**src/rtl/lwq_pkg.sv**
```systemverilog
// Shared constants for the link word queue block.
// Assumes: two interrupt sources, indexed as below.
package lwq_pkg;
    localparam int IRQ_TNF = 0;                    // transmit room interrupt index
    localparam int IRQ_RNE = 1;                    // receive data interrupt index
    localparam int IRQ_N   = 2;                    // number of interrupt sources
    // Value each watched flag takes out of reset (room=1, data=0)
    localparam logic [IRQ_N-1:0] IRQ_PREV_INIT = 2'b01;
endpackage

```
**src/rtl/lwq_fifo.sv**
```systemverilog
// First-word-fall-through queue with DEPTH entries.
// A pop on an empty queue is ignored. A push on a full queue is accepted only when
// a pop succeeds in the same cycle. The front word is valid whenever empty is 0.
// Assumes DEPTH >= 1. Storage is not reset; it is only read where it holds valid data.
module lwq_fifo #(
    parameter int WIDTH = 24,
    parameter int DEPTH = 3
) (
    input  logic             clk,
    input  logic             rst_n,
    input  logic             push,
    input  logic [WIDTH-1:0] din,
    input  logic             pop,
    output logic [WIDTH-1:0] front,
    output logic             full,
    output logic             empty
);
    localparam int PTR_W = (DEPTH > 1) ? $clog2(DEPTH) : 1;
    localparam int CNT_W = $clog2(DEPTH + 1);
    localparam logic [PTR_W-1:0] LAST = PTR_W'(DEPTH - 1);
    localparam logic [CNT_W-1:0] CAP  = CNT_W'(DEPTH);

    logic [WIDTH-1:0] mem [DEPTH];
    logic [PTR_W-1:0] rd_ptr, wr_ptr;
    logic [CNT_W-1:0] count;
    logic             do_push, do_pop;

    // Advance a pointer with wrap at the last entry
    function automatic logic [PTR_W-1:0] bump(input logic [PTR_W-1:0] p);
        return (p == LAST) ? '0 : p + 1'b1;
    endfunction

    // Decide which requests take effect this cycle
    always_comb begin
        empty   = (count == '0);
        full    = (count == CAP);
        do_pop  = pop & ~empty;
        do_push = push & (~full | do_pop);
        front   = mem[rd_ptr];
    end

    // Write the accepted word into storage
    always_ff @(posedge clk) begin
        if (do_push) mem[wr_ptr] <= din;
    end

    // Track pointers and occupancy
    always_ff @(posedge clk) begin
        if (!rst_n) begin
            rd_ptr <= '0;
            wr_ptr <= '0;
            count  <= '0;
        end else begin
            if (do_push) wr_ptr <= bump(wr_ptr);
            if (do_pop)  rd_ptr <= bump(rd_ptr);
            case ({do_push, do_pop})
                2'b10:   count <= count + 1'b1;
                2'b01:   count <= count - 1'b1;
                default: count <= count;
            endcase
        end
    end
endmodule

```
**src/rtl/lwq_rise_irq.sv**
```systemverilog
// Makes a one-cycle interrupt pulse in the first cycle that a status flag is 1
// after having been 0, gated by an enable.
// Assumes: PREV_INIT equals the flag's value out of reset, so reset makes no pulse.
module lwq_rise_irq #(
    parameter logic PREV_INIT = 1'b0
) (
    input  logic clk,
    input  logic rst_n,
    input  logic flag,
    input  logic en,
    output logic irq
);
    logic prev_q;

    // Remember the flag value of the previous cycle
    always_ff @(posedge clk) begin
        if (!rst_n) prev_q <= PREV_INIT;
        else        prev_q <= flag;
    end

    // Pulse on a 0-to-1 change when enabled
    always_comb irq = en & flag & ~prev_q;
endmodule

```
**src/rtl/link_word_queues.sv**
```systemverilog
// Transmit and receive queues for single link words, with status flags and interrupts.
// Software fills the transmit queue and drains the receive queue. The shifter does the reverse.
// A word that reaches a full receive queue is dropped, and a sticky overflow flag is set.
// Assumes: all strobes are synchronous to clk; ovf_clr is a write-one-to-clear strobe.
module link_word_queues #(
    parameter int WORD_W = 24,
    parameter int DEPTH  = 3
) (
    input  logic              clk,
    input  logic              rst_n,
    input  logic              sw_tx_wr,
    input  logic [WORD_W-1:0] sw_tx_data,
    input  logic              shf_tx_pop,
    output logic              shf_tx_valid,
    output logic [WORD_W-1:0] shf_tx_data,
    input  logic              shf_rx_push,
    input  logic [WORD_W-1:0] shf_rx_data,
    input  logic              sw_rx_rd,
    output logic [WORD_W-1:0] sw_rx_data,
    input  logic              ovf_clr,
    input  logic              irq_tnf_en,
    input  logic              irq_rne_en,
    output logic              tx_not_full,
    output logic              rx_not_empty,
    output logic              rx_overflow,
    output logic              irq_tnf,
    output logic              irq_rne
);
    import lwq_pkg::*;

    logic tx_full, tx_empty, rx_full, rx_empty;
    logic rx_drop;
    logic [IRQ_N-1:0] irq_flag, irq_en, irq_vec;

    // Transmit queue: software is the producer, the shifter the consumer
    lwq_fifo #(.WIDTH(WORD_W), .DEPTH(DEPTH)) i_txq (
        .clk   (clk),
        .rst_n (rst_n),
        .push  (sw_tx_wr),
        .din   (sw_tx_data),
        .pop   (shf_tx_pop),
        .front (shf_tx_data),
        .full  (tx_full),
        .empty (tx_empty)
    );

    // Receive queue: the shifter is the producer, software the consumer
    lwq_fifo #(.WIDTH(WORD_W), .DEPTH(DEPTH)) i_rxq (
        .clk   (clk),
        .rst_n (rst_n),
        .push  (shf_rx_push),
        .din   (shf_rx_data),
        .pop   (sw_rx_rd),
        .front (sw_rx_data),
        .full  (rx_full),
        .empty (rx_empty)
    );

    // Derive status flags from queue occupancy
    always_comb begin
        shf_tx_valid = ~tx_empty;
        tx_not_full  = ~tx_full;
        rx_not_empty = ~rx_empty;
        rx_drop      = shf_rx_push & rx_full & ~sw_rx_rd;
    end

    // Sticky overflow; a new drop takes priority over a clear in the same cycle
    always_ff @(posedge clk) begin
        if (!rst_n)       rx_overflow <= 1'b0;
        else if (rx_drop) rx_overflow <= 1'b1;
        else if (ovf_clr) rx_overflow <= 1'b0;
    end

    // Gather the flags and enables that drive the interrupt generators
    always_comb begin
        irq_flag[IRQ_TNF] = tx_not_full;
        irq_flag[IRQ_RNE] = rx_not_empty;
        irq_en[IRQ_TNF]   = irq_tnf_en;
        irq_en[IRQ_RNE]   = irq_rne_en;
        irq_tnf           = irq_vec[IRQ_TNF];
        irq_rne           = irq_vec[IRQ_RNE];
    end

    // One rising-edge interrupt generator per status flag
    for (genvar g = 0; g < IRQ_N; g++) begin : g_irq
        lwq_rise_irq #(.PREV_INIT(IRQ_PREV_INIT[g])) i_rise (
            .clk   (clk),
            .rst_n (rst_n),
            .flag  (irq_flag[g]),
            .en    (irq_en[g]),
            .irq   (irq_vec[g])
        );
    end
endmodule

```
**config.mk**
```make
export PLATFORM = sky130hd
export DESIGN_NAME = link_word_queues
export DESIGN_NICKNAME = d
export VERILOG_FILES = /design/src/rtl/lwq_pkg.sv /design/src/rtl/lwq_fifo.sv /design/src/rtl/lwq_rise_irq.sv /design/src/rtl/link_word_queues.sv
export SDC_FILE = /design/constraint.sdc
export NUM_CORES = 1
export LEC_CHECK = 0
export ABC_AREA = 1
export BUFFER_PORTS_ARGS = -buffer_cell sky130_fd_sc_hd__buf_2
export CAP_MARGIN = 20
export CORE_MARGIN = 5
export CORE_UTILIZATION = 30
export CTS_BUF_LIST = sky130_fd_sc_hd__clkbuf_4
export DETAILED_ROUTE_END_ITERATION = 10
export PLACE_DENSITY = 0.46
export SLEW_MARGIN = 20
export SYNTH_ARGS = -nofsm -noshare
export SYNTH_HDL_FRONTEND = slang
export SYNTH_SLANG_ARGS = --single-unit
export TNS_END_PERCENT = 50
```
**constraint.sdc**
```tcl
create_clock -name clk -period 2.8 [get_ports clk]
set_input_delay 0.28 -clock clk [delete_from_list [all_inputs] [get_ports clk]]
set_output_delay 0.28 -clock clk [all_outputs]
set_load 0.02 [all_outputs]
```
Word level (Yosys, flattened, before mapping)
Memories as Yosys holds them, arrays and structs flattened. A register that Yosys moved wholly into a read port is not among the register bits.
Cells that the tools add are included.
- bits in registers: 15
- memory bits (writable): 144
- input bits: 57
- output and inout port bits: 54
- word-level logic and storage cells: 69
- memories kept: 2
- $add $sub $neg: 8
- equality and inequality tests: 10
- mux-type cells: 16
- bitwise gates (word level): 19
- reduce and logical (&&, ||, !) cells: 5
- memories (name ; words ; bits a word ; rd ports ; clocked after Yosys merged registers in ; wr ports ; RTL line ; text):
    i_rxq.mem ; 3 ; 24 ; 1 ; 1 ; 1 ; lwq_fifo.sv:23 ; logic [WIDTH-1:0] mem [DEPTH];
    i_txq.mem ; 3 ; 24 ; 1 ; 1 ; 1 ; lwq_fifo.sv:23 ;
- operators by type and width (cell ; count):
    equality test 2 bit, second input constant ; 8
    2-to-1 mux 2 bit ; 8
    adder 2 x 1 -> 2 bit, second input constant ; 6
    bitwise AND 1 bit ; 10
    case mux 2 bit (2 select lines) ; 2
    inverter 1 bit ; 7
    2-to-1 mux 1 bit ; 6
    nonzero test 2 bit ; 3
    equality test 2 x 1 -> 1 bit, second input constant ; 2
    logical NOT 2 bit ; 2
    subtractor 2 x 1 -> 2 bit, second input constant ; 2
    bitwise OR 1 bit ; 2

Logic depth before layout (Yosys ltp)
Gate-level depths: netlist of the first run.
- word-level depth: 7
- mapped depth: 8
- mapped depth without buffers: 8

Modules after synthesis
Synthesis of the first run repeated with hierarchy kept, for this count alone.
- cell total of the unflattened synthesis: 474
- area total of the unflattened synthesis: 6160.9 sq um
- modules (own cells, without submodules) (module ; instances ; cells an instance ; area each (sq um) ; seq. area each (sq um)):
    lwq_fifo ; 2 ; 227 ; 3010.4 ; 2322.2
    lwq_rise_irq ; 2 ; 5 ; 37.5 ; 20.0
    link_word_queues ; 1 ; 10 ; 65.1 ; 20.0

Worst setup path before layout of the first run
Ideal clock, no wire load.
- path kind: register to register
- start: register i_txq.count[0]
- end: memory i_txq.mem[2][0] (enable)
- setup time: 0.405 ns
- data arrival time: 1.580 ns
- required time: 2.395 ns
- path slack: 0.815 ns
- cell stages (with the launch flop): 4
- buffers on the path: 0
- period minus slack after synthesis: 1.985 ns
- path through: dfxtp_1 nand3_1 nand2_2 nor2_1
- longest elaborated chain between the ends: 7
- elaborated cells between the ends (all ways): 9
- those cells by class: 1 x eq/ne; 2 x mux; 5 x bitwise; 1 x reduce/logical
- RTL lines (what ; RTL line ; text):
    from (decl) ; lwq_fifo.sv:25 ; logic [CNT_W-1:0] count;
    from (signal assigned) ; lwq_fifo.sv:57 ; 2'b10: count <= count + 1'b1;
    from (signal assigned) ; lwq_fifo.sv:58 ; 2'b01: count <= count - 1'b1;
    from (signal assigned) ; lwq_fifo.sv:59 ; default: count <= count;
    logical NOT 2 bit ; lwq_fifo.sv:35 ; empty = (count == '0);
    inverter 1 bit ; lwq_fifo.sv:37 ; do_pop = pop & ~empty;
    bitwise AND 1 bit ; lwq_fifo.sv:37 ;
    bitwise OR 1 bit * ; lwq_fifo.sv:38 ; do_push = push & (~full | do_pop);
    bitwise AND 1 bit * ; lwq_fifo.sv:38 ;
    2-to-1 mux 1 bit * ; lwq_fifo.sv:44 ; if (do_push) mem[wr_ptr] <= din;
    2-to-1 mux 1 bit (implied by the code) * ; lwq_fifo.sv:44 ;
    to (decl) ; lwq_fifo.sv:23 ;
Every way passes the cells marked *; elsewhere a longest branch is shown, timed or not.

==> results of run 1 <==
-- area by class of cell --
type	count	area (µm²)
clock inverters	13	133
fillers	1970	12400
flip-flops and latches	163	4700
clock buffers	19	143
inverters	19	71.3
well taps	270	338
multi-input cells	265	1210
repair buffers	172	1150
-- kinds of logic after synthesis --
kind of cell    share of synthesized area
compound gates                     0.0929
xor+xnor                          0.00143
fa+ha+maj                         0.00408
buf+inv                            0.0355
flops                               0.767
simple gates                       0.0988
-- report_power, final --
group / internal, mW / switching (mW) / leakage (nW)
logic: 0.546 / 1.13 / 1.33
clock network: 0.549 / 0.820 / 0.149
registers: 2.83 / 0.0983 / 1.49
-- through the flow --
step                std cells  instance area, µm²
global placement          837                6950
global route              921                7750
detailed placement        837                6950
floorplan                 468                6130
finish                    921                7750
CTS                       921                7750
-- cell usage after synthesis (all sizes together), types with 2 or more instances --
cell	n	area share
ha	2	0.0041
inv	19	0.012
dfxtp	19	0.062
a21oi	107	0.089
nor2	70	0.044
or2	2	0.0020
nand2	69	0.043
buf	21	0.024
nand3	9	0.0082
o21ai	3	0.0024
edfxtp	144	0.71
-- repair_timing --
item,in CTS,in global routing
endpoints found under the hold margin,149,0
buffers inserted,0,0
setup endpoints to repair,0,0
hold buffers,52,0
-- sequential cells by signal, summed over array words and instances (netlist names), named ones only --
| register | flops |
|---|---|
| g_irq.i_rise.prev_q | 2 |
| i_rxq.count | 2 |
| i_rxq.mem | 72 |
| i_rxq.rd_ptr | 2 |
| i_rxq.wr_ptr | 2 |
| i_txq.count | 2 |
| i_txq.mem | 72 |
| i_txq.rd_ptr | 2 |
| i_txq.wr_ptr | 2 |
| rx_overflow | 1 |
-- critical path: cells and delay by family (launching register included) --
kind                   cells  cell delay [ns]
DFF                        1             0.74
buffers and inverters      2             0.52
AOI/OAI and AO/OA          2             0.33
-- layout by cell type, fill, tap and decap left out --
cell           instances
clkinv_1               2
nor2_2                 3
ha_1                   2
nand3_2                1
clkinv_2               3
buf_2                110
bufinv_16              2
clkinv_4               1
nand3_1                8
nor2_4                 1
or2_1                  2
inv_6                  3
edfxtp_1             144
a21oi_1              106
inv_1                 14
dfxtp_1               19
a21oi_4                1
o21ai_0                3
buf_4                 10
dlygate4sd3_1         52
nor2_1                66
nand2_1               67
nand2_2                2
nand4_1                1
o211ai_1               1
clkbuf_4              19
clkinvlp_4             2
xor2_1                 1
inv_2                  5
-- per-layer routing --
metal	global-route usage	vias up	routed length (µm)
met5	0	-	0
met4	0.0331	0	133
met3	0.0427	13	920
met2	0.191	119	6240
met1	0.160	1999	6620
li1	-	2001	-
-- worst min path at each step --
| stage | slack [ns] | cells after the start | to |
|---|---|---|---|
| after global routing | 0.02 | 3 | i_txq.wr_ptr[1]$_SDFFE_PN0P_ |
| after CTS | 0.001 | 3 | i_txq.wr_ptr[0]$_SDFFE_PN0P_ |
| after detailed placement | 0.45 | 1 | g_irq[0].i_rise.prev_q$_SDFF_PN1_ |
| after global placement | 0.44 | 1 | g_irq[0].i_rise.prev_q$_SDFF_PN1_ |
| final | 0.08 | 3 | i_txq.wr_ptr[0]$_SDFFE_PN0P_ |
| after floorplan | 0.38 | 0 | i_rxq.mem[0][0]$_DFFE_PP_ |
==> reports/qor.log, run 1 <==
[setup_path] Worst R2R Path Depth 7
[clocking] clk buf depth 2
[job] # Max-Cap Violations 0
[sta] Worst-Margin Slew 0.617 ns
[sta] number of failing hold endpoints at the final stage 0
[clocking] clk slew on worst S/H paths 0.13 ns
[status] result of the run completed
[yosys] Yosys Warn Count 0
[grt] global-route usage over all layers 0.121
[worst_hold_path] worst min path class input pin to flip-flop
[sta] Final period util 0.855
[grt] maximum number of pins on one net before global-route repair 25
[floorplan] I/O pin cnt 111
[setup_path] Crit Path Max Fanout 14
[floorplan] row cnt 52
[setup_path] CP Launch Type flip-flop
[clocking] clock buffer count from CTS 17
[sta] endpoints failing setup 0
[setup_path] kind of capture point of the worst setup path output port
[floorplan] Chip Width 153 µm
[setup_path] cell with the largest stage delay on the worst path dfxtp_1
[sta] minimum setup slack in the final design 0.405 ns
[final_layout] Diodes inserted 0
[sta] worst clock skew 0.0128 ns
[setup_path] Most common cell on crit path a21oi_1
[clocking] H-tree levels 4
[grt] number of antenna violations at the first check in global routing 0
[drt] Initial DRC Count 263
[floorplan] Total Die Area 0.0234 mm²
[final_layout] Net count, final 697
[sta] clock period minus final worst setup slack 2.39 ns
[floorplan] placeable core region 0.0202 mm²
[yosys] Post-Syn Area 0.00613 mm²
[drt] Wirelength per Cell 15.1 µm
[grt] via count of the first global-routing pass 4228
[placed_design] final weighted congestion in routability-driven placement 0.750
[sta] RSZ-0062 raised after global routing no
[sta] number of pins with negative max-slew slack in the final report 0
[yosys] Synth Net Count 527
[power_and_ir_drop] power density normalized to cell area 771 mW/mm²
[power_and_ir_drop] maximum VDD drop 0.319 mV
[setup_path] Worst R2R Setup Slack 1.37 ns
[grt] first-pass GRT wire length 22600 µm
[worst_hold_path] start point of the worst min-delay path sw_tx_wr
[setup_path] endpoint of the worst-slack reg-to-reg timing path i_txq.count[1]$_SDFFE_PN0P_
[drt] DR pass1 iterations 4
[setup_path] cells along the critical path buf_4 -> a21oi_1 -> a21oi_1 -> buf_2
[drt] detailed-route wire length 13900 µm
[setup_path] worst setup path category flip-flop to output port
[setup_path] largest incremental delay on the critical path 0.74 ns
[power_and_ir_drop] Leak Pwr 2.97 nW
[final_layout] layout cells sized above 1 0.250
[clocking] # resized after CTS 0
[yosys] dominant synthesized flop cell edfxtp_1
[drt] DRC 0
[drt] Vias/cell 4.49
[placed_design] half-perimeter wire length of the detailed placement result 8410 µm
[clocking] TritonCTS clock tree built
[sta] hold slack final 0.0750 ns
[sta] maximum clock frequency 418 MHz
[yosys] number of synthesized flops with an enable pin 144
[yosys] average instance area after synthesis 13.1 µm²
[drt] vias after detailed routing 4132
[drt] post-route ant nets 0
[yosys] sequential share of the synthesized area 0.767
[setup_path] Reg2Reg Launch Point i_txq.count[0]$_SDFFE_PN0P_
[sta] Max transition margin 0.588
[clocking] clock latency of the later-clocked register in the worst-skew pair 0.53 ns
[grt] total gr overflow 0
[placed_design] number of buffer cells added on primary ports 110
[setup_path] Worst Path Required 2.52 ns
[clocking] clock sink count 163
[floorplan] initial core utilization 0.304
[yosys] distinct cell type count of the synthesized netlist 22
[final_layout] share of the core filled with cells 0.384
[yosys] count of mapped cells out of synthesis 468
[floorplan] vertical die dimension 153 µm
[yosys] post-synthesis register bit count 163
[yosys] Post-synth ARST share 0
[sta] accumulated negative setup slack 0 ns
[power_and_ir_drop] overall power after layout 5.98 mW
[placed_design] Setup Slack @ Placement 0.992 ns
[setup_path] Critical path destination shf_tx_data[12]
[final_layout] area grow syn2layout 26.4%
[clocking] clock root buffer clkbuf_4
[setup_path] arrival time reported for the critical path endpoint 2.11 ns
(Power assumes the default switching activity.)
==> inputs of run 2 (changes only) <==
Settings changed: SYNTH_HIERARCHICAL set to 1.
==> reports/qor.log, run 2 <==
[placed_design] number of buffer cells added on primary ports 110 [unchanged]
[yosys] Yosys Warn Count 6 [was 0]
[final_layout] area grow syn2layout 26.7% [was 26.4%]
[grt] number of antenna violations at the first check in global routing 0 [unchanged]
[yosys] distinct cell type count of the synthesized netlist 20 [was 22]
[yosys] most instantiated cells after synthesis edfxtp_1, a21oi_1, nand2_1, nor2_1, inv_1 [was edfxtp_1, a21oi_1, nor2_1, nand2_1, dfxtp_1]
[yosys] sequential share of the synthesized area 0.764 [was 0.767]
[power_and_ir_drop] internal power summed over all cells 4.03 mW [was 3.92 mW]
[setup_path] Crit Path Max Fanout 25 [was 14]
[clocking] clock buffer count from CTS 17 [unchanged]
[sta] Final period util 0.829 [was 0.855]
[clocking] H-tree levels 4 [unchanged]
[sta] Worst-Margin Slew 0.524 ns [was 0.617 ns]
[yosys] share of the synthesized area in the top cell type 0.702 [was 0.705]
[final_layout] most frequent cells in the layout edfxtp_1, buf_2, a21oi_1 [unchanged]
[sta] worst clock skew 0.0168 ns [was 0.0128 ns]
[yosys] Compound-Gate Fraction of Synth Area 0.0892 [was 0.0929]
[yosys] xor/xnor share of the synthesized area 0.00284 [was 0.00143]
[drt] Vias/cell 4.41 [was 4.49]
[power_and_ir_drop] combinational power share 0.340 [was 0.281]
[setup_path] Reg2Reg Launch Point i_rxq/count[0]$_SDFFE_PN0P_ [was i_txq.count[0]$_SDFFE_PN0P_]
[sta] endpoints failing setup 0 [unchanged]
[floorplan] vertical die dimension 153 µm [about the same]
[yosys] Synth Area in Simple Gates 0.103 [was 0.0988]
[floorplan] initial core utilization 0.304 [about the same]
[placed_design] half-perimeter wire length of the detailed placement result 9020 µm [was 8410 µm]
[clocking] clk buf depth 2 [unchanged]
[floorplan] I/O pin cnt 111 [unchanged]
[drt] detailed-route wire length 14300 µm [was 13900 µm]
[yosys] Post-Syn Area 0.00616 mm² [was 0.00613 mm²]
[floorplan] Chip Width 153 µm [about the same]
[sta] number of pins with negative max-slew slack in the final report 0 [unchanged]
[final_layout] Diodes inserted 0 [unchanged]
[power_and_ir_drop] net switching power 2.48 mW [was 2.05 mW]
[sta] number of failing hold endpoints at the final stage 0 [unchanged]
[clocking] clk slew on worst S/H paths 0.14 ns [was 0.13 ns]
[setup_path] CP Launch Type flip-flop [unchanged]
[power_and_ir_drop] switching share of total power 0.382 [was 0.344]
[final_layout] layout cells sized above 1 0.261 [was 0.250]
[final_layout] most common cell after layout, fill and taps aside edfxtp_1 [unchanged]
[yosys] adder and majority gate portion of the synthesized area 0.00406 [was 0.00408]
[grt] maximum number of pins on one net before global-route repair 26 [was 25]
[sta] RSZ-0062 raised after global routing no [unchanged]
[grt] total gr overflow 0 [unchanged]
[job] # Max-Cap Violations 0 [unchanged]
[final_layout] share of the core filled with cells 0.386 [was 0.384]
[final_layout] largest registers ranked by flip-flop count i_rxq/mem (72), i_txq/mem (72) [was i_rxq.mem (72), i_txq.mem (72)]
[setup_path] largest incremental delay on the critical path 0.43 ns [was 0.74 ns]
[sta] maximum clock frequency 431 MHz [was 418 MHz]
[yosys] Post-synth ARST share 0 [unchanged]
[sta] Max transition margin 0.650 [was 0.588]
[power_and_ir_drop] clock network fraction of design power 0.204 [was 0.229]
[yosys] post-synthesis register bit count 163 [unchanged]
[power_and_ir_drop] Leak Pwr 3.03 nW [was 2.97 nW]
[grt] global-route usage over all layers 0.122 [was 0.121]
[yosys] average instance area after synthesis 13.0 µm² [was 13.1 µm²]
[setup_path] cell with the largest stage delay on the worst path inv_2 [was dfxtp_1]
[status] result of the run completed [unchanged]
[clocking] # resized after CTS 0 [unchanged]
[placed_design] Placed Instances 845 [was 837]
[power_and_ir_drop] share of total power in sequential cells 0.456 [was 0.490]
[grt] first-pass GRT wire length 22500 µm [was 22600 µm]
[setup_path] Worst R2R Path Depth 6 [was 7]
[yosys] dominant cell type by area after synthesis edfxtp_1 [unchanged]
[yosys] combinational family with the most area after synthesis simple AND/OR/NAND/NOR gates [unchanged]
[setup_path] worst setup path category flip-flop to output port [unchanged]
[yosys] number of synthesized flops with an enable pin 144 [unchanged]
[grt] via count of the first global-routing pass 4260 [was 4228]
[power_and_ir_drop] power density normalized to cell area 834 mW/mm² [was 771 mW/mm²]
[setup_path] kind of capture point of the worst setup path output port [unchanged]
[final_layout] final cell count without fillers 930 [was 921]
[floorplan] placeable core region 0.0202 mm² [about the same]
[placed_design] final weighted congestion in routability-driven placement 0.688 [was 0.750]
[drt] post-route ant nets 0 [unchanged]
[yosys] mux contribution to synthesized area 0 [unchanged]
[setup_path] Worst R2R Setup Slack 0.84 ns [was 1.37 ns]
[drt] vias after detailed routing 4098 [was 4132]
[worst_hold_path] hold path depth 3 [unchanged]
[final_layout] Net count, final 706 [was 697]
[clocking] clock sink count 163 [unchanged]
[setup_path] Worst Path Required 2.52 ns [about the same]
[setup_path] cells along the critical path buf_4 -> inv_2 -> nor2_1 -> a21oi_1 -> buf_2 [was buf_4 -> a21oi_1 -> a21oi_1 -> buf_2]
[setup_path] endpoint of the worst-slack reg-to-reg timing path rx_overflow$_SDFFE_PN0P_ [was i_txq.count[1]$_SDFFE_PN0P_]
[yosys] cell types with the largest area share after synthesis edfxtp_1, a21oi_1, dfxtp_1, nand2_1, nor2_1 [was edfxtp_1, a21oi_1, dfxtp_1, nor2_1, nand2_1]
[sta] hold slack final 0.115 ns [was 0.0750 ns]
[sta] accumulated negative setup slack 0 ns [unchanged]
[clocking] clock root buffer clkbuf_4 [unchanged]
[floorplan] Total Die Area 0.0235 mm² [was 0.0234 mm²]
[drt] DRC 0 [unchanged]
[worst_hold_path] start point of the worst min-delay path shf_rx_push [was sw_tx_wr]
[yosys] Synth Net Count 533 [was 527]
[power_and_ir_drop] maximum VDD drop 0.366 mV [was 0.319 mV]
[yosys] library cell with the highest instance count after synthesis edfxtp_1 [unchanged]
[yosys] count of mapped cells out of synthesis 474 [was 468]
[worst_hold_path] worst min path class input pin to flip-flop [unchanged]
[yosys] dominant synthesized flop cell edfxtp_1 [unchanged]
[drt] DR pass1 iterations 4 [unchanged]
[worst_hold_path] end of the worst hold path i_rxq/wr_ptr[1]$_SDFFE_PN0P_ [was i_txq.wr_ptr[0]$_SDFFE_PN0P_]
[drt] Wirelength per Cell 15.4 µm [was 15.1 µm]
[floorplan] row cnt 52 [unchanged]
[setup_path] arrival time reported for the critical path endpoint 2.04 ns [was 2.11 ns]
[sta] clock period minus final worst setup slack 2.32 ns [was 2.39 ns]
[clocking] clock latency of the later-clocked register in the worst-skew pair 0.53 ns [about the same]
[clocking] TritonCTS clock tree built [unchanged]
[drt] Initial DRC Count 183 [was 263]
==> run 2: area by class of cell <==
class                      count  area [µm²]
clock buffer                  17         128
clock inverter                15         149
fill                        1985       12400
inverter                      26        97.6
multi-input combinational    265        1230
sequential                   163        4700
tap                          270         338
timing repair buffer         174        1160
==> run 2: worst max-delay path, delay by kind of cell, from the launching register on <==
| kind | cells | cell delay, ns |
|---|---|---|
| AND/OR/NAND/NOR | 1 | 0.08 |
| flip-flops | 1 | 0.32 |
| AO/OA/AOI/OAI | 1 | 0.23 |
| buffers and inverters | 3 | 0.87 |
==> run 2: metal layers <==
metal	global-route usage	wire [µm]	vias to the layer above
li1	-	-	2017
met2	0.214	7170	94
met4	0.0335	163	0
met3	0.0387	793	15
met5	0	0	-
met1	0.143	6180	1972
==> run 2: worst max-delay path by stage <==
stage                                 from                        end  slack, ns  cells past startpoint
3_3_place_gp                     flip-flop            shf_tx_data[19]       1.05                      5
5_1_grt                          flip-flop            shf_tx_data[12]       0.29                      5
6_report                         flip-flop            shf_tx_data[19]       0.48                      5
4_1_cts                          flip-flop            shf_tx_data[19]       0.39                      5
2_1_floorplan  i_rxq/count[0]$_SDFFE_PN0P_  i_rxq/mem[2][0]$_DFFE_PP_       0.84                      3
3_5_place_dp                     flip-flop            shf_tx_data[19]       1.02                      5
==> run 2: cells by family after synthesis <==
logic type,count (synthesis)
fa+ha+maj,2
flops,163
compound gates,109
buf+inv,46
xor+xnor,2
simple gates,152
==> run 2: repair_timing <==
action / in CTS / in global routing
hold endpoints to repair: 147 / 0
hold buffers: 53 / 0
buffers inserted: 0 / 0
==> run 2: power by group through the flow <==
stage	Sequential [mW]	Clock, mW	Combinational (mW)
global route	2.99	1.49	2.44
CTS	2.97	1.39	2.26
detailed placement	3.03	0	2.20
floorplan	2.99	0	1.48
global placement	3.02	0	2.17
finish	2.97	1.33	2.21
==> run 2: through the flow <==
step / worst slack, ns / power [mW] / area [µm²]
after detailed placement: 1.02 / 5.23 / 7000
after floorplan: 0.843 / 4.47 / 6160
after global routing: 0.295 / 6.92 / 7810
after CTS: 0.389 / 6.62 / 7810
after global placement: 1.05 / 5.19 / 7000
final: 0.478 / 6.51 / 7810
